### config.mk
export PLATFORM = sky130hd
export DESIGN_NAME = ddr3_cmd_monitor
export DESIGN_NICKNAME = d
export VERILOG_FILES = /design/src/rtl/ddrmon_pkg.sv /design/src/rtl/ddrmon_track.sv /design/src/rtl/ddrmon_rules.sv /design/src/rtl/ddr3_cmd_monitor.sv
export SDC_FILE = /design/constraint.sdc
export NUM_CORES = 1
export LEC_CHECK = 0
export BUFFER_PORTS_ARGS = -buffer_cell sky130_fd_sc_hd__buf_2
export CAP_MARGIN = 10
export CELL_PAD_IN_SITES_DETAIL_PLACEMENT = 2
export CELL_PAD_IN_SITES_GLOBAL_PLACEMENT = 2
export CORE_UTILIZATION = 41
export CTS_CLUSTER_DIAMETER = 200
export CTS_CLUSTER_SIZE = 12
export DETAILED_ROUTE_END_ITERATION = 8
export PLACE_DENSITY_LB_ADDON = 0.15
export SYNTH_ARGS = -nofsm -noshare
export SYNTH_HDL_FRONTEND = slang
export SYNTH_SLANG_ARGS = --single-unit
### constraint.sdc
create_clock -name clk -period 2.95 [get_ports clk]
set_clock_uncertainty 0.15 [all_clocks]
set_input_delay 0.59 -clock clk [delete_from_list [all_inputs] [get_ports clk]]
set_output_delay 0.59 -clock clk [all_outputs]
set_load 0.05 [all_outputs]
### src/rtl/ddrmon_pkg.sv
package ddrmon_pkg;

  typedef enum logic [3:0] {
    VC_NONE  = 4'd0,
    VC_STATE = 4'd1,
    VC_RCD   = 4'd2,
    VC_RP    = 4'd3,
    VC_RAS   = 4'd4,
    VC_RTP   = 4'd5,
    VC_RC    = 4'd6,
    VC_RRD   = 4'd7,
    VC_FAW   = 4'd8
  } violCode_e;

  // strobes from the rule engine to the tracking datapath
  typedef struct packed {
    logic act;
    logic access;
    logic isRead;
    logic autoPre;
    logic pre;
    logic preAll;
  } cmdStrobe_t;

  function automatic int maxOf(input int a, input int b);
    return (a > b) ? a : b;
  endfunction

endpackage

### src/rtl/ddrmon_track.sv
module ddrmon_track
  import ddrmon_pkg::*;
#(
  parameter int BANK_W   = 3,
  parameter int CNT_W    = 6,
  parameter int T_RP     = 14,
  parameter int T_RTP    = 8,
  parameter int T_WR_AP  = 30,
  parameter int FAW_ACTS = 4
) (
  input  logic                           clk,
  input  logic                           rstN,
  input  cmdStrobe_t                     stb,
  input  logic [BANK_W-1:0]              cmdBank,
  output logic [(1<<BANK_W)-1:0]         bankOpen,
  output logic [(1<<BANK_W)-1:0][CNT_W-1:0] sinceAct,
  output logic [(1<<BANK_W)-1:0][CNT_W-1:0] sinceRd,
  output logic [(1<<BANK_W)-1:0][CNT_W-1:0] actWait,
  output logic [CNT_W-1:0]               sinceAnyAct,
  output logic [BANK_W-1:0]              lastActBank,
  output logic [CNT_W-1:0]               fawOldest
);
  localparam int NB = 1 << BANK_W;
  localparam logic [CNT_W-1:0] ONE    = CNT_W'(1);
  localparam logic [CNT_W-1:0] W_PRE  = CNT_W'(T_RP - 1);
  localparam logic [CNT_W-1:0] W_RDAP = CNT_W'(T_RTP + T_RP - 1);
  localparam logic [CNT_W-1:0] W_WRAP = CNT_W'(T_WR_AP + T_RP - 1);

  for (genvar b = 0; b < NB; b++) begin : g_bank
    logic hit;
    logic openR;
    logic [CNT_W-1:0] actCnt, rdCnt, waitCnt;
    assign hit = (cmdBank == BANK_W'(b));

    always_ff @(posedge clk or negedge rstN) begin
      if (!rstN) begin
        openR   <= 1'b0;
        actCnt  <= '1;
        rdCnt   <= '1;
        waitCnt <= '0;
      end else begin
        actCnt <= (stb.act && hit) ? ONE : ((actCnt == '1) ? actCnt : actCnt + 1'b1);
        rdCnt  <= (stb.access && stb.isRead && hit) ? ONE
                  : ((rdCnt == '1) ? rdCnt : rdCnt + 1'b1);
        if (stb.act && hit) begin
          openR <= 1'b1;
          if (waitCnt != '0) waitCnt <= waitCnt - 1'b1;
        end else if (stb.access && stb.autoPre && hit) begin
          openR   <= 1'b0;
          waitCnt <= stb.isRead ? W_RDAP : W_WRAP;
        end else if (stb.pre && (stb.preAll || hit) && openR) begin
          openR   <= 1'b0;
          waitCnt <= W_PRE;
        end else if (waitCnt != '0) begin
          waitCnt <= waitCnt - 1'b1;
        end
      end
    end

    assign bankOpen[b] = openR;
    assign sinceAct[b] = actCnt;
    assign sinceRd[b]  = rdCnt;
    assign actWait[b]  = waitCnt;
  end

  always_ff @(posedge clk or negedge rstN) begin
    if (!rstN) begin
      sinceAnyAct <= '1;
      lastActBank <= '0;
    end else if (stb.act) begin
      sinceAnyAct <= ONE;
      lastActBank <= cmdBank;
    end else if (sinceAnyAct != '1) begin
      sinceAnyAct <= sinceAnyAct + 1'b1;
    end
  end

  // ages of the most recent activates, youngest first
  logic [FAW_ACTS-1:0][CNT_W-1:0] age;
  for (genvar i = 0; i < FAW_ACTS; i++) begin : g_age
    always_ff @(posedge clk or negedge rstN) begin
      if (!rstN) begin
        age[i] <= '1;
      end else if (stb.act) begin
        if (i == 0) age[i] <= ONE;
        else        age[i] <= (age[(i == 0) ? 0 : i-1] == '1) ? '1 : age[(i == 0) ? 0 : i-1] + 1'b1;
      end else if (age[i] != '1) begin
        age[i] <= age[i] + 1'b1;
      end
    end
  end
  assign fawOldest = age[FAW_ACTS-1];

endmodule

### src/rtl/ddrmon_rules.sv
module ddrmon_rules
  import ddrmon_pkg::*;
#(
  parameter int BANK_W = 3,
  parameter int CNT_W  = 6,
  parameter int T_RCD  = 14,
  parameter int T_RAS  = 36,
  parameter int T_RTP  = 8,
  parameter int T_RC   = 50,
  parameter int T_RRD  = 6,
  parameter int T_FAW  = 27
) (
  input  logic                           clk,
  input  logic                           rstN,
  input  logic                           csN,
  input  logic                           rasN,
  input  logic                           casN,
  input  logic                           weN,
  input  logic [BANK_W-1:0]              cmdBank,
  input  logic                           addrAp,
  input  logic                           clearFlag,
  input  logic [(1<<BANK_W)-1:0]         bankOpen,
  input  logic [(1<<BANK_W)-1:0][CNT_W-1:0] sinceAct,
  input  logic [(1<<BANK_W)-1:0][CNT_W-1:0] sinceRd,
  input  logic [(1<<BANK_W)-1:0][CNT_W-1:0] actWait,
  input  logic [CNT_W-1:0]               sinceAnyAct,
  input  logic [BANK_W-1:0]              lastActBank,
  input  logic [CNT_W-1:0]               fawOldest,
  output cmdStrobe_t                     stb,
  output logic                           violFlag,
  output logic [3:0]                     violCode,
  output logic [BANK_W-1:0]              violBank
);
  localparam int NB = 1 << BANK_W;
  localparam logic [CNT_W-1:0] L_RCD = CNT_W'(T_RCD);
  localparam logic [CNT_W-1:0] L_RAS = CNT_W'(T_RAS);
  localparam logic [CNT_W-1:0] L_RTP = CNT_W'(T_RTP);
  localparam logic [CNT_W-1:0] L_RC  = CNT_W'(T_RC);
  localparam logic [CNT_W-1:0] L_RRD = CNT_W'(T_RRD);
  localparam logic [CNT_W-1:0] L_FAW = CNT_W'(T_FAW);

  logic [3:0] pins;
  assign pins = {csN, rasN, casN, weN};

  always_comb begin
    stb         = '0;
    stb.act     = (pins == 4'b0011);
    stb.pre     = (pins == 4'b0010);
    stb.access  = (pins == 4'b0100) || (pins == 4'b0101);
    stb.isRead  = (pins == 4'b0101);
    stb.autoPre = stb.access && addrAp;
    stb.preAll  = stb.pre && addrAp;
  end

  violCode_e        newCode;
  logic [BANK_W-1:0] newBank;

  always_comb begin
    newCode = VC_NONE;
    newBank = cmdBank;
    if (stb.act) begin
      if (bankOpen[cmdBank])                                   newCode = VC_STATE;
      else if (actWait[cmdBank] != '0)                         newCode = VC_RP;
      else if (sinceAct[cmdBank] < L_RC)                       newCode = VC_RC;
      else if (lastActBank != cmdBank && sinceAnyAct < L_RRD)  newCode = VC_RRD;
      else if (fawOldest < L_FAW)                              newCode = VC_FAW;
    end else if (stb.access) begin
      if (!bankOpen[cmdBank])                                  newCode = VC_STATE;
      else if (sinceAct[cmdBank] < L_RCD)                      newCode = VC_RCD;
    end else if (stb.pre) begin
      // walk downward so the lowest offending bank is the one kept
      for (int i = NB - 1; i >= 0; i--) begin
        if ((stb.preAll || cmdBank == BANK_W'(i)) && bankOpen[i]) begin
          if (sinceAct[i] < L_RAS) begin
            newCode = VC_RAS;
            newBank = BANK_W'(i);
          end else if (sinceRd[i] < L_RTP) begin
            newCode = VC_RTP;
            newBank = BANK_W'(i);
          end
        end
      end
    end
  end

  always_ff @(posedge clk or negedge rstN) begin
    if (!rstN) begin
      violFlag <= 1'b0;
      violCode <= 4'd0;
      violBank <= '0;
    end else if (newCode != VC_NONE && (!violFlag || clearFlag)) begin
      violFlag <= 1'b1;
      violCode <= newCode;
      violBank <= newBank;
    end else if (clearFlag) begin
      violFlag <= 1'b0;
      violCode <= 4'd0;
      violBank <= '0;
    end
  end

endmodule

### src/rtl/ddr3_cmd_monitor.sv
module ddr3_cmd_monitor
  import ddrmon_pkg::*;
#(
  parameter int BANK_W   = 3,
  parameter int T_RCD    = 14,
  parameter int T_RP     = 14,
  parameter int T_RAS    = 36,
  parameter int T_RTP    = 8,
  parameter int T_RC     = 50,
  parameter int T_RRD    = 6,
  parameter int T_FAW    = 27,
  parameter int T_WR_AP  = 30,
  parameter int FAW_ACTS = 4
) (
  input  logic              clk,
  input  logic              rstN,
  input  logic              csN,
  input  logic              rasN,
  input  logic              casN,
  input  logic              weN,
  input  logic [BANK_W-1:0] bank,
  input  logic              addrAp,
  input  logic              clearFlag,
  output logic              violFlag,
  output logic [3:0]        violCode,
  output logic [BANK_W-1:0] violBank
);
  localparam int NB     = 1 << BANK_W;
  localparam int UP_MAX = maxOf(maxOf(maxOf(T_RC, T_RAS), maxOf(T_FAW, T_RCD)),
                                maxOf(T_RTP, T_RRD));
  localparam int DN_MAX = maxOf(T_RTP, T_WR_AP) + T_RP;
  localparam int CNT_W  = $clog2(maxOf(UP_MAX, DN_MAX) + 1);

  cmdStrobe_t                 cmdStb;
  logic [NB-1:0]              bankOpen;
  logic [NB-1:0][CNT_W-1:0]   sinceAct, sinceRd, actWait;
  logic [CNT_W-1:0]           sinceAnyAct, fawOldest;
  logic [BANK_W-1:0]          lastActBank;

  ddrmon_rules #(
    .BANK_W(BANK_W), .CNT_W(CNT_W), .T_RCD(T_RCD), .T_RAS(T_RAS),
    .T_RTP(T_RTP), .T_RC(T_RC), .T_RRD(T_RRD), .T_FAW(T_FAW)
  ) u_rules (
    .clk(clk), .rstN(rstN), .csN(csN), .rasN(rasN), .casN(casN), .weN(weN),
    .cmdBank(bank), .addrAp(addrAp), .clearFlag(clearFlag),
    .bankOpen(bankOpen), .sinceAct(sinceAct), .sinceRd(sinceRd), .actWait(actWait),
    .sinceAnyAct(sinceAnyAct), .lastActBank(lastActBank), .fawOldest(fawOldest),
    .stb(cmdStb), .violFlag(violFlag), .violCode(violCode), .violBank(violBank)
  );

  ddrmon_track #(
    .BANK_W(BANK_W), .CNT_W(CNT_W), .T_RP(T_RP), .T_RTP(T_RTP),
    .T_WR_AP(T_WR_AP), .FAW_ACTS(FAW_ACTS)
  ) u_track (
    .clk(clk), .rstN(rstN), .stb(cmdStb), .cmdBank(bank),
    .bankOpen(bankOpen), .sinceAct(sinceAct), .sinceRd(sinceRd), .actWait(actWait),
    .sinceAnyAct(sinceAnyAct), .lastActBank(lastActBank), .fawOldest(fawOldest)
  );

endmodule

; ---- Yosys cells after proc, flatten, opt, wreduce, memory -nomap -nowiden
; Cells that the tools add are included.
[classes]
addsub = 29
order_cmp = 21
n_eq_ne = 52
n_mux = 187
reduce_logical = 90
[ops]
columns = cell, count
row1 = $mux W6, 80
row2 = $mux W4, 40
row3 = $add A6 B1 Y6 const B, 21
row4 = $eq A6 B6 Y1 const B, 19
row5 = $mux W3, 36
row6 = $logic_and A1 B1 Y1, 54
row7 = $lt A6 B4 Y1 const B, 9
row8 = $lt A6 B6 Y1 const B, 9
row9 = $reduce_bool A6 Y1, 9
row10 = $sub A6 B1 Y6 const B, 8
row11 = $bmux W6 S3, 2
row12 = $ne A2 B1 Y1 const B, 16
row13 = $ne A6 B6 Y1 const B, 5
row14 = $mux W1, 27
row15 = $reduce_bool A3 Y1, 8
row16 = $eq A3 B3 Y1 const B, 4
row17 = $reduce_bool A2 Y1, 6
row18 = $logic_or A1 B1 Y1, 10
row19 = $eq A4 B2 Y1 const B, 2
row20 = $eq A4 B3 Y1 const B, 2
row21 = $eq A3 B2 Y1 const B, 2
row22 = $lt A6 B3 Y1 const B, 1
row23 = $lt A6 B5 Y1 const B, 1
row24 = $lt A3 B4 Y1 const B, 1
row25 = other kinds (7), 7
[totals]
register_bits = 193
wordCells = 420

; ---- Logic depth before layout (Yosys ltp)
; Gate-level depths: netlist of run 1.
[depth]
ltp_word = 38
mapped_depth = 11

; ---- Hierarchy
; From an unflattened synthesis of run 1, not the netlist that was laid out.
[hier_totals]
hier_cells = 1269
hier_area_um2 = 11841.4
[by_module_without_submodules]
columns = module, n_inst, cells_per_inst, area_per_inst_um2, seq_area_each_um2
row1 = ddrmon_track, 1, 1033, 10052.1, 4787.1
row2 = ddrmon_rules, 1, 236, 1789.2, 200.2

; ---- Worst setup path after synthesis of run 1
; OpenSTA, ideal clock, no wires.
[synth_path]
path_type = in2reg
from = input port bank[2]
to = register u_rules.violBank[0]
setup_ps = 101
t_arrival_ps = 2655
required_time_ps = 2699
slack_ps = 44
cell_stages = 9
n_path_buf = 1
cell_sequence = buf_2 > mux2_4 > a22o_1 > a221o_1 > or2_2 > a311o_1 > o211a_1 > and2_4 > o32ai_1
[synth_between]
elab_chain_len = 37
word_cells_on_any_way = 107
cone_classes = 2 x order compare / 8 x eq/ne / 75 x mux / 22 x reduce/logical
[synth_rtl]
columns = item, line
row1 = from (decl), ddr3_cmd_monitor.sv:21  ; input logic [BANK_W-1:0] bank,
row2 = $eq A3 B3 Y1, ddrmon_rules.sv:73  ; if ((stb.preAll || cmdBank == BANK_W'(i)) && bankOpen[i]) begin
row3 = $logic_or A1 B1 Y1, ddrmon_rules.sv:73
row4 = $logic_and A1 B1 Y1, ddrmon_rules.sv:73
row5 = $mux W4, ddrmon_rules.sv:73
row6 = $mux W4, ddrmon_rules.sv:77  ; end else if (sinceRd[i] < L_RTP) begin
row7 = $mux W4, ddrmon_rules.sv:74  ; if (sinceAct[i] < L_RAS) begin
row8 = $mux W4, ddrmon_rules.sv:73
row9 = $mux W4, ddrmon_rules.sv:77
row10 = (+21 left out), --
row11 = $mux W4, ddrmon_rules.sv:74
row12 = $mux W4, ddrmon_rules.sv:73
row13 = $mux W4, ddrmon_rules.sv:70  ; end else if (stb.pre) begin
row14 = $mux W4, ddrmon_rules.sv:67  ; end else if (stb.access) begin
row15 = $mux W4, ddrmon_rules.sv:61  ; if (stb.act) begin
row16 = $reduce_bool A4 Y1, ddrmon_rules.sv:91  ; end else if (newCode != VC_NONE && (!violFlag || clearFlag)) begin
row17 = $logic_and A1 B1 Y1, ddrmon_rules.sv:91
row18 = $mux W3 or $reduce_bool A2 Y1 (tied branches), --
row19 = to (signal assigned), ddrmon_rules.sv:94  ; violBank <= newBank;
row20 = to (decl), ddrmon_rules.sv:32  ; output logic [BANK_W-1:0] violBank
; Several ways; a longest one is shown, not always the timed one. The select of a mux whose other input is x is not followed.
; A chain may end at the register's enable or synchronous reset.

; ---- Final worst setup path of run 1
[layout_path]
from = input port rasN
to = register u_rules.violBank[2]
[layout_between]
elab_chain_len = 38
word_cells_on_any_way = 88
cone_classes = 4 x eq/ne / 63 x mux / 21 x reduce/logical
[layout_rtl]
columns = item, line
row1 = from (decl), ddr3_cmd_monitor.sv:18  ; input logic rasN,
row2 = $eq A4 B2 Y1, ddrmon_rules.sv:48  ; stb.pre = (pins == 4'b0010);
row3 = $logic_and A1 B1 Y1, ddrmon_rules.sv:52  ; stb.preAll = stb.pre && addrAp;
row4 = $logic_or A1 B1 Y1, ddrmon_rules.sv:73
row5 = $logic_and A1 B1 Y1, ddrmon_rules.sv:73
row6 = $mux W4, ddrmon_rules.sv:73
row7 = $mux W4, ddrmon_rules.sv:77
row8 = $mux W4, ddrmon_rules.sv:74
row9 = $mux W4, ddrmon_rules.sv:73
row10 = (+22 left out), --
row11 = $mux W4, ddrmon_rules.sv:74
row12 = $mux W4, ddrmon_rules.sv:73
row13 = $mux W4, ddrmon_rules.sv:70
row14 = $mux W4, ddrmon_rules.sv:67
row15 = $mux W4, ddrmon_rules.sv:61
row16 = $reduce_bool A4 Y1, ddrmon_rules.sv:91
row17 = $logic_and A1 B1 Y1, ddrmon_rules.sv:91
row18 = $mux W3 or $reduce_bool A2 Y1 (tied branches), --
; Several ways; a longest one is shown, not always the timed one. The select of a mux whose other input is x is not followed.

==> results.json, run 1 <==
{
  "outcome": "completed",
  "dr.pass1.iters": 5,
  "cts_sinks": 193,
  "synth_fa_ha_area_share_pct": 4.13,
  "fin_crit_ns": 2.83,
  "synth.top_cells.by_count": "nor2_1, dfstp_2, nand2_1",
  "synth_top_cell_by_area": "dfstp_2",
  "synth-simple-area-share_pct": 23.0,
  "core_region_area_sq_um": 26900,
  "drive_above_1_share_pct": 23.1,
  "timing.rr.end": "u_rules.violBank[2]$_DFFE_PN0P_",
  "clk_latency_ns": 0.45,
  "crit_type": "primary input to register",
  "pin_count": 19,
  "vias": 9618,
  "hpwl_mm": 25.9,
  "ff2ff_setup_slack_ns": 0.15,
  "yosysUniqueCellTypes": 76,
  "synthTopCellsByArea": "dfstp_2, dfrtp_1, nor2_1, ha_1, nand2_1",
  "synth.area.mux_share_pct": 5.03,
  "synth_ff_type": "dfstp_2",
  "fmax_mhz": 353,
  "irDropWorstVdd_uv": 404,
  "cts_tree": "built",
  "maxCapViolCount": 0,
  "dr_wl_met3_microns": 665,
  "yosys.area_share.xor_xnor_pct": 5.87,
  "dr.first_iter.drc_count": 469,
  "hold_viol_final": 0,
  "wirelength_mm": 36.1,
  "top_layer": "met4",
  "r2r_start": "u_track.g_bank[0].waitCnt[3]$_DFF_PN0_",
  "grt_max_degree": 61,
  "grt_first_pass_wirelength_mm": 59.1,
  "die_h_microns": 167,
  "end_kind": "register",
  "hold_end": "u_rules.violCode[2]$_DFFE_PN0P_",
  "die_area_sq_um": 28000,
  "final_util_pct": 47.9,
  "rows": 60,
  "setup_slack_ns": 0.118,
  "synth_compound_area_share_pct": 14.7,
  "synth.avg_cell_area_sq_um": 9.29,
  "hold_depth": 2,
  "synth_enable_flop_cells": 0,
  "start_util_pct": 41.7,
  "slew_headroom_pct": 53.4,
  "multiInputGateArea_sq_um": 5950,
  "synth_area_sq_um": 11200,
  "syn_inst": 1205,
  "synth.ff_latch_count": 193,
  "antenna-diode-count": 0,
  "yosysTopAreaCellShare_pct": 29.6,
  "drc": 0,
  "routed-wl-met2_mm": 18.7,
  "worst_pin_slew_ns": 0.694,
  "synth_nets": 1253,
  "hp-start": "clearFlag",
  "htreeDepth": 4,
  "regArea_sq_um": 4990,
  "cts_max_path_buffers": 2,
  "slew_viol_final": 0,
  "rsz0062_at_grt": "no",
  "cts.reportedPaths.clkPinSlew_ns": 0.08,
  "wl_met1_mm": 16.1,
  "final-setup-viol-count": 0,
  "critical_path_required_ns": 3.14,
  "synth_seq_area_share_pct": 44.5,
  "antenna_found_initial": 0,
  "place_congestion": 0.856,
  "cts_root_buffer": "clkbuf_16",
  "min_period_over_period_pct": 96.0,
  "crit_fanout": 7,
  "synth_top_family_by_area": "simple AND/OR/NAND/NOR gates",
  "cts_buffers": 17,
  "p_leak_uw": 0.00544,
  "n_fill_cell": 2889,
  "hold_class": "primary input to register",
  "powerDensity_nw_per_um2": 1090,
  "async_flop_share_pct": 100,
  "pre_cts_ws_ns": -0.318,
  "num-nets-final": 1333,
  "overflow": 0,
  "detail_route.vias_per_cell": 5.87,
  "ys_warn_count": 0,
  "critPathLaunchType": "primary input",
  "grt_usage_pct": 26.9,
  "arrival_ns": 3.03,
  "syn2layout_area_growth_pct": 15.0,
  "first_global_vias": 10800,
  "fp.dieW_microns": 167,
  "ant_nets": 0,
  "port_buffers": 18,
  "yosysMostFrequentCell": "nor2_1",
  "reg2reg_depth": 9,
  "routedWlPerCell_microns": 22.0
}
where the power goes:
group	leakage (uW)	total (uW)	switching (uW)	internal [uW]
combinational	0.00302	5380	2900	2480
sequential	0.00215	6260	1640	4610
clock	0.000275	2350	1190	1160
total	0.00544	14000	5740	8260
final cells by class:
| type | count | area share, % |
|---|---|---|
| multi-input combinational | 938 | 46.2 |
| sequential | 193 | 38.7 |
| timing repair buffer | 109 | 6.48 |
| clock buffer | 19 | 3.53 |
| tap | 341 | 3.31 |
| clock inverter | 12 | 0.952 |
| inverter | 26 | 0.758 |
sequential cells by signal (all words and copies together) (netlist names):
register / cells
u_rules.violFlag: 1
u_track.sinceAnyAct: 6
u_track.g_bank.waitCnt: 48
u_rules.violBank: 3
u_track.g_bank.actCnt: 48
u_track.lastActBank: 3
u_track.g_bank.rdCnt: 48
u_track.age: 18
u_track.fawOldest: 6
u_track.g_bank.openR: 8
u_rules.violCode: 4
layout by cell type, fill, tap and decap left out, types with 8 or more instances in the layout:
cell type / count
buf_2: 17
nor3b_1: 21
xor2_1: 35
and3_1: 42
clkbuf_16: 18
nand3b_1: 18
o21ai_0: 58
nand3_1: 51
and2_1: 9
or2_2: 10
nand2b_1: 21
nor3_1: 58
nand2_1: 119
a31oi_1: 43
dfstp_2: 126
inv_1: 26
buf_4: 86
mux2i_1: 39
nor2b_1: 8
o22ai_1: 19
a21oi_1: 48
nor2_1: 142
dfrtp_1: 67
ha_1: 37
o32ai_1: 9
xnor2_1: 40
cells by family after synthesis:
family | Yosys count
DFF | 193
xor gates and xnor gates | 75
muxes | 48
adders and majority gates | 37
and+or+nand+nor | 525
buffers and inverters | 74
AOI/OAI and AO/OA | 253
repair_timing:
| action | 4_1_cts | 5_1_grt |
|---|---|---|
| setup endpoints to repair | 0 | 7 |
| endpoints found under the hold margin | 19 | 0 |
| resized for setup | 0 | 7 |
| hold buffers | 1 | 0 |
| buffers inserted | 0 | 1 |
stage by stage:
stage / hold WS (ns) / total power, uW / instance area [sq um] / setup TNS (ns) / std cells
2_1_floorplan: 0.144 / 9710 / 11200 / 0 / 1205
3_3_place_gp: 0.333 / 11000 / 12200 / -1.11 / 1605
3_5_place_dp: 0.350 / 11500 / 12200 / -1.95 / 1605
4_1_cts: 0.256 / 14100 / 12800 / 0 / 1637
5_1_grt: 0.261 / 15100 / 12900 / 0 / 1638
6_report: 0.272 / 14000 / 12900 / 0 / 1638
worst max-delay path by stage:
| stage | startpoint | end |
|---|---|---|
| after global routing | rasN | u_rules.violBank[2]$_DFFE_PN0P_ |
| after floorplan | bank[2] | u_rules.violBank[0]$_DFFE_PN0P_ |
| after detailed placement | bank[0] | u_rules.violBank[2]$_DFFE_PN0P_ |
| after CTS | u_track.g_bank[1].waitCnt[3]$_DFF_PN0_ | u_rules.violBank[2]$_DFFE_PN0P_ |
| final | rasN | u_rules.violBank[2]$_DFFE_PN0P_ |
| after global placement | rasN | u_rules.violBank[2]$_DFFE_PN0P_ |
critical path, stage by stage:
cell and delay, ns:
buf_2 0.13, or4b_4 0.62, buf_4 0.19, o2bb2ai_4 0.15, nand2_1 0.07, a222oi_1 0.30, a311oi_2 0.19, o211a_1 0.31
and2_4 0.19, o32ai_1 0.29
per-layer routing:
layer,vias up,track usage (%)
met5,-,0
met3,42,3.10
met2,97,48.8
met1,4995,33.6
met4,0,7.46
li1,4484,-
Note: power is estimated with default switching activity, not from simulation.
==> run 2: changes to the inputs <==
- REMOVE_ABC_BUFFERS: unset -> 1
==> run 2 against run 1 <==
Net effect: clock power fell by 3%; first-iteration DRC count grew 9.0%; critical path type unchanged; largest power group unchanged; global-route usage about the same; final area fell by 0.42%.
==> results.json, run 2 (synthesis results as in run 1) <==
{
  "outcome": "completed",
  "fmax_mhz": 348,
  "pin_count": 19,
  "num-nets-final": 1331,
  "hold_viol_final": 0,
  "port_buffers": 18,
  "hold_class": "primary input to register",
  "irDropWorstVdd_uv": 486,
  "hold_depth": 2,
  "critPathLaunchType": "primary input",
  "die_h_microns": 167,
  "worst_pin_slew_ns": 0.747,
  "cp_slowest_stage_delay_ns": 0.52,
  "cts.reportedPaths.clkPinSlew_ns": 0.07,
  "ant_nets": 0,
  "share_clk_of_total_power_pct": 16.5,
  "detail_route.vias_per_cell": 5.93,
  "core_region_area_sq_um": 26900,
  "dr.first_iter.drc_count": 511,
  "slew_headroom_pct": 50.0,
  "rsz0062_at_grt": "no",
  "crit_type": "primary input to register",
  "vias": 9710,
  "timing.rr.end": "u_rules.violBank[0]$_DFFE_PN0P_",
  "crit_fanout": 16,
  "hp-start": "clearFlag",
  "cts_buffers": 17,
  "arrival_ns": 3.05,
  "cts_max_path_buffers": 2,
  "drc": 0,
  "fin_crit_ns": 2.88,
  "critical_path_required_ns": 3.13,
  "cp_cell_sequence": "buf_2, buf_12, mux4_2, a311oi_1, o21ai_1, a311oi_1, o211a_1, a21oi_2, o32ai_1",
  "hpwl_mm": 26.6,
  "syn2layout_area_growth_pct": 14.5,
  "fp.dieW_microns": 167,
  "crit_buf_inv": 2,
  "mostFrequentLayoutCells": "nor2_1, dfstp_2, nand2_1",
  "n_fill_cell": 2886,
  "timing.hold.ws_ns": 0.315,
  "final_util_pct": 47.7,
  "p_leak_uw": 0.00543,
  "powerDensity_nw_per_um2": 1090,
  "grt_max_degree": 76,
  "htreeDepth": 4,
  "first_global_vias": 10600,
  "end_kind": "register",
  "ff2ff_setup_slack_ns": 0.18,
  "pwr-share-comb_pct": 39.2,
  "p_int_uw": 8260,
  "die_area_sq_um": 28000,
  "cpMostUsedCell": "a311oi_1",
  "pre_cts_ws_ns": -0.292,
  "grt_first_pass_wirelength_mm": 58.9,
  "overflow": 0,
  "reg2reg_depth": 8,
  "r2r_start": "u_track.g_bank[7].openR$_DFFE_PN0P_",
  "hold_end": "u_rules.violBank[1]$_DFFE_PN0P_",
  "grt_usage_pct": 26.9,
  "p_switching_uw": 5680,
  "cts_root_buffer": "clkbuf_16",
  "routedWlPerCell_microns": 22.2,
  "critPathSlowestCell": "mux4_2",
  "drive_above_1_share_pct": 22.8,
  "reg.largest.list": "u_track.g_bank.actCnt (48), u_track.g_bank.rdCnt (48), u_track.g_bank.waitCnt (48)",
  "start_util_pct": 41.7,
  "multiInputGateArea_sq_um": 5930,
  "regArea_sq_um": 4990,
  "post_cts_buffers": 0,
  "place_congestion": 0.864,
  "slew_viol_final": 0,
  "rows": 60,
  "min_period_over_period_pct": 97.5,
  "dr.pass1.iters": 4,
  "cts_sinks": 193,
  "share_seq_of_total_power_pct": 44.4,
  "crit_family": "compound AO/OA/AOI/OAI gates",
  "setup_slack_ns": 0.0750,
  "final_common_cell": "nor2_1",
  "cts_tree": "built",
  "antenna_found_initial": 3,
  "switching_share_pct": 40.7,
  "wirelength_mm": 36.4,
  "final-setup-viol-count": 0,
  "clk_latency_ns": 0.45,
  "maxCapViolCount": 0
}
run 2: cell types whose count changed in the layout (fill, tap and decap cells not counted), sizes merged:
cell	before	now
diode	0	2
buf	107	105
clkinv	6	2
clkbuf	20	21
inv	30	33
run 2: through the flow:
step	power [uW]	TNS [ns]	area, sq um	std cells
2_1_floorplan	9660	-2.94	11000	1157
3_3_place_gp	11100	-0.987	12200	1604
3_5_place_dp	11600	-1.99	12200	1604
4_1_cts	14100	0	12800	1636
5_1_grt	15000	0	12800	1637
6_report	13900	0	12800	1638
run 2: layer usage:
layer | vias to the layer above | track usage (%) | part of all wire [%]
li1 | 4487 | - | -
met1 | 5023 | 34.3 | 45
met2 | 148 | 47.2 | 50
met3 | 50 | 3.69 | 2.8
met4 | 2 | 8.46 | 2.3
met5 | - | 0 | 0.036
run 2: power groups by stage:
stage | clock network (uW) | registers, uW | logic, uW
6_report | 2290 | 6190 | 5460
5_1_grt | 2430 | 6400 | 6170
4_1_cts | 2360 | 6170 | 5530
3_5_place_dp | 0 | 6180 | 5400
3_3_place_gp | 0 | 6060 | 5000
2_1_floorplan | 0 | 5690 | 3970
run 2: what timing repair did:
action | CTS | global route
resized for setup | 0 | 5
endpoints found under the hold margin | 14 | 0
hold buffers | 1 | 0
setup endpoints to repair | 0 | 5
run 2: final cells by class:
type | instances | area share, %
Multi-Input combinational cell | 938 | 46.2
Sequential cell | 193 | 38.9
Timing Repair Buffer | 107 | 6.39
Clock buffer | 20 | 3.56
Tap cell | 341 | 3.33
Clock inverter | 11 | 0.771
Inverter | 26 | 0.761
Antenna cell | 2 | 0.0390
run 2: worst max path at each step:
stage,start,endpoint,slack [ns],cells past startpoint
after detailed placement,rasN,u_rules.violBank[1]$_DFFE_PN0P_,-0.29,9
after global placement,rasN,u_rules.violBank[0]$_DFFE_PN0P_,-0.16,9
final,bank[0],u_rules.violCode[2]$_DFFE_PN0P_,0.07,9
after CTS,u_track.g_bank[6].waitCnt[3]$_DFF_PN0_,u_rules.violBank[0]$_DFFE_PN0P_,0.11,9
after global routing,u_track.g_bank[0].waitCnt[3]$_DFF_PN0_,u_rules.violBank[0]$_DFFE_PN0P_,0.03,10
after floorplan,rasN,u_rules.violBank[0]$_DFFE_PN0P_,-0.45,8
==> run 3: changes to the inputs <==
- RECOVER_POWER: unset -> 25
==> run 3 against run 2 <==
Net effect: flip-flop and latch count unchanged; largest power group unchanged; combinational power about the same; final area about the same; register-to-register slack about the same; via count about the same; critical path depth unchanged; clock power about the same; first-iteration DRC count unchanged; count of clock-buffer cells in the layout unchanged; non-clock buffer count unchanged.
==> results.json, run 3 (synthesis results as in run 1) <==
{
  "fmax_mhz": 348,
  "clk_latency_ns": 0.45,
  "final-setup-viol-count": 0,
  "core_region_area_sq_um": 26900,
  "rsz0062_at_grt": "no",
  "worst_pin_slew_ns": 1.37,
  "port_buffers": 18,
  "irDropWorstVdd_uv": 486,
  "slew_viol_final": 0,
  "num-nets-final": 1331,
  "cts.reportedPaths.clkPinSlew_ns": 0.07,
  "maxCapViolCount": 0,
  "critical_path_required_ns": 3.13,
  "vias": 9709,
  "wl_met1_mm": 16.4,
  "hold_viol_final": 0,
  "powerDensity_nw_per_um2": 1090,
  "pin_count": 19,
  "dr.pass1.iters": 4,
  "end_kind": "register",
  "die_area_sq_um": 28000,
  "die_h_microns": 167,
  "final_cells": 1638,
  "hpwl_mm": 26.6,
  "antenna_found_initial": 3,
  "dr.first_iter.drc_count": 511,
  "reg.largest.list": "u_track.g_bank.actCnt (48), u_track.g_bank.rdCnt (48), u_track.g_bank.waitCnt (48)",
  "rows": 60,
  "regArea_sq_um": 4990,
  "grt_max_degree": 76,
  "start_util_pct": 41.7,
  "cts_buffers": 17,
  "drc": 0,
  "p_leak_uw": 0.00542,
  "cts_sinks": 193,
  "grt_usage_pct": 26.9,
  "htreeDepth": 4,
  "final_common_cell": "nor2_1",
  "routed-wl-met2_mm": 18.1,
  "crit_fanout": 16,
  "overflow": 0,
  "arrival_ns": 3.05,
  "drive_above_1_share_pct": 22.7,
  "dr_wl_met3_mm": 1.02,
  "dp_cells": 1604,
  "cts_tree": "built",
  "first_global_vias": 10600,
  "outcome": "completed",
  "fp.dieW_microns": 167,
  "wirelength_mm": 36.4,
  "multiInputGateArea_sq_um": 5930,
  "crit_type": "primary input to register",
  "n_fill_cell": 2887,
  "ant_nets": 0,
  "timing.setup.tns_ns": 0,
  "cts_max_path_buffers": 2,
  "min_period_over_period_pct": 97.5,
  "fin_crit_ns": 2.88,
  "critPathLaunchType": "primary input",
  "mostFrequentLayoutCells": "nor2_1, dfstp_2, nand2_1",
  "syn2layout_area_growth_pct": 14.4,
  "post_cts_buffers": 0,
  "top_layer": "met5",
  "detail_route.vias_per_cell": 5.93,
  "grt_first_pass_wirelength_mm": 58.9,
  "place_congestion": 0.864,
  "cts_root_buffer": "clkbuf_16",
  "routedWlPerCell_microns": 22.2,
  "timing.hold.ws_ns": 0.315,
  "slew_headroom_pct": 8.66,
  "hold_class": "primary input to register"
}
run 3: power breakdown:
group | leakage [uW] | internal, uW | switching, uW | total (uW)
combinational | 0.00300 | 2500 | 2960 | 5460
clock | 0.000270 | 1150 | 1140 | 2290
sequential | 0.00215 | 4610 | 1580 | 6190
total | 0.00542 | 8260 | 5680 | 13900
run 3: path summary, 6_finish.rpt:
check | from | endpoint | slack, ns | cells past startpoint
max | bank[0] | u_rules.violCode[2]$_DFFE_PN0P_ | 0.07 | 9
min | clearFlag | u_rules.violBank[1]$_DFFE_PN0P_ | 0.31 | 2
max reg2reg | u_track.g_bank[7].openR$_DFFE_PN0P_ | u_rules.violBank[0]$_DFFE_PN0P_ | 0.18 | 8
min reg2reg | u_track.lastActBank[0]$_DFFE_PN0P_ | u_track.lastActBank[0]$_DFFE_PN0P_ | 0.36 | 2
max in group asynchronous | rstN | u_track.sinceAnyAct[2]$_DFFE_PN1P_ | 0.60 | 3
min in group asynchronous | rstN | u_track.g_bank[0].waitCnt[4]$_DFF_PN0_ | 0.85 | 2
run 3: worst max-delay path, cell delays in order:
cell and delay, ns:
buf_2 0.19, buf_12 0.19, mux4_2 0.52, a311oi_1 0.34, o21ai_1 0.20, a311oi_1 0.39, o211a_1 0.25, a21oi_2 0.11
o32ai_1 0.26
run 3: metal layers:
metal,GRT usage [%],vias up
met1,34.3,5022
met4,8.46,2
met2,47.2,148
li1,-,4487
met5,0,-
met3,3.69,50
run 3: cell type report:
class	instances	share of cell area, %
repair buffers	107	6.32
flip-flops and latches	193	38.9
clock buffers	20	3.56
well taps	341	3.33
clock inverters	11	0.772
inverters	26	0.762
diodes	2	0.0391
multi-input cells	938	46.3
run 3: metrics by stage:
stage | power, uW | utilization, % | area (sq um) | worst slack, ns
6_report | 13900 | 47.7 | 12800 | 0.0750
5_1_grt | 15000 | 47.7 | 12800 | 0.0269
4_1_cts | 14100 | 47.6 | 12800 | 0.109
3_5_place_dp | 11600 | 45.5 | 12200 | -0.292
3_3_place_gp | 11100 | 45.5 | 12200 | -0.164
2_1_floorplan | 9660 | - | 11000 | -0.454
run 3: repair_timing:
action                                  in CTS  in global routing
hold endpoints to repair                    14                  0
endpoints found under the setup margin       0                  5
hold buffers                                 1                  0
resized for setup                            0                  5
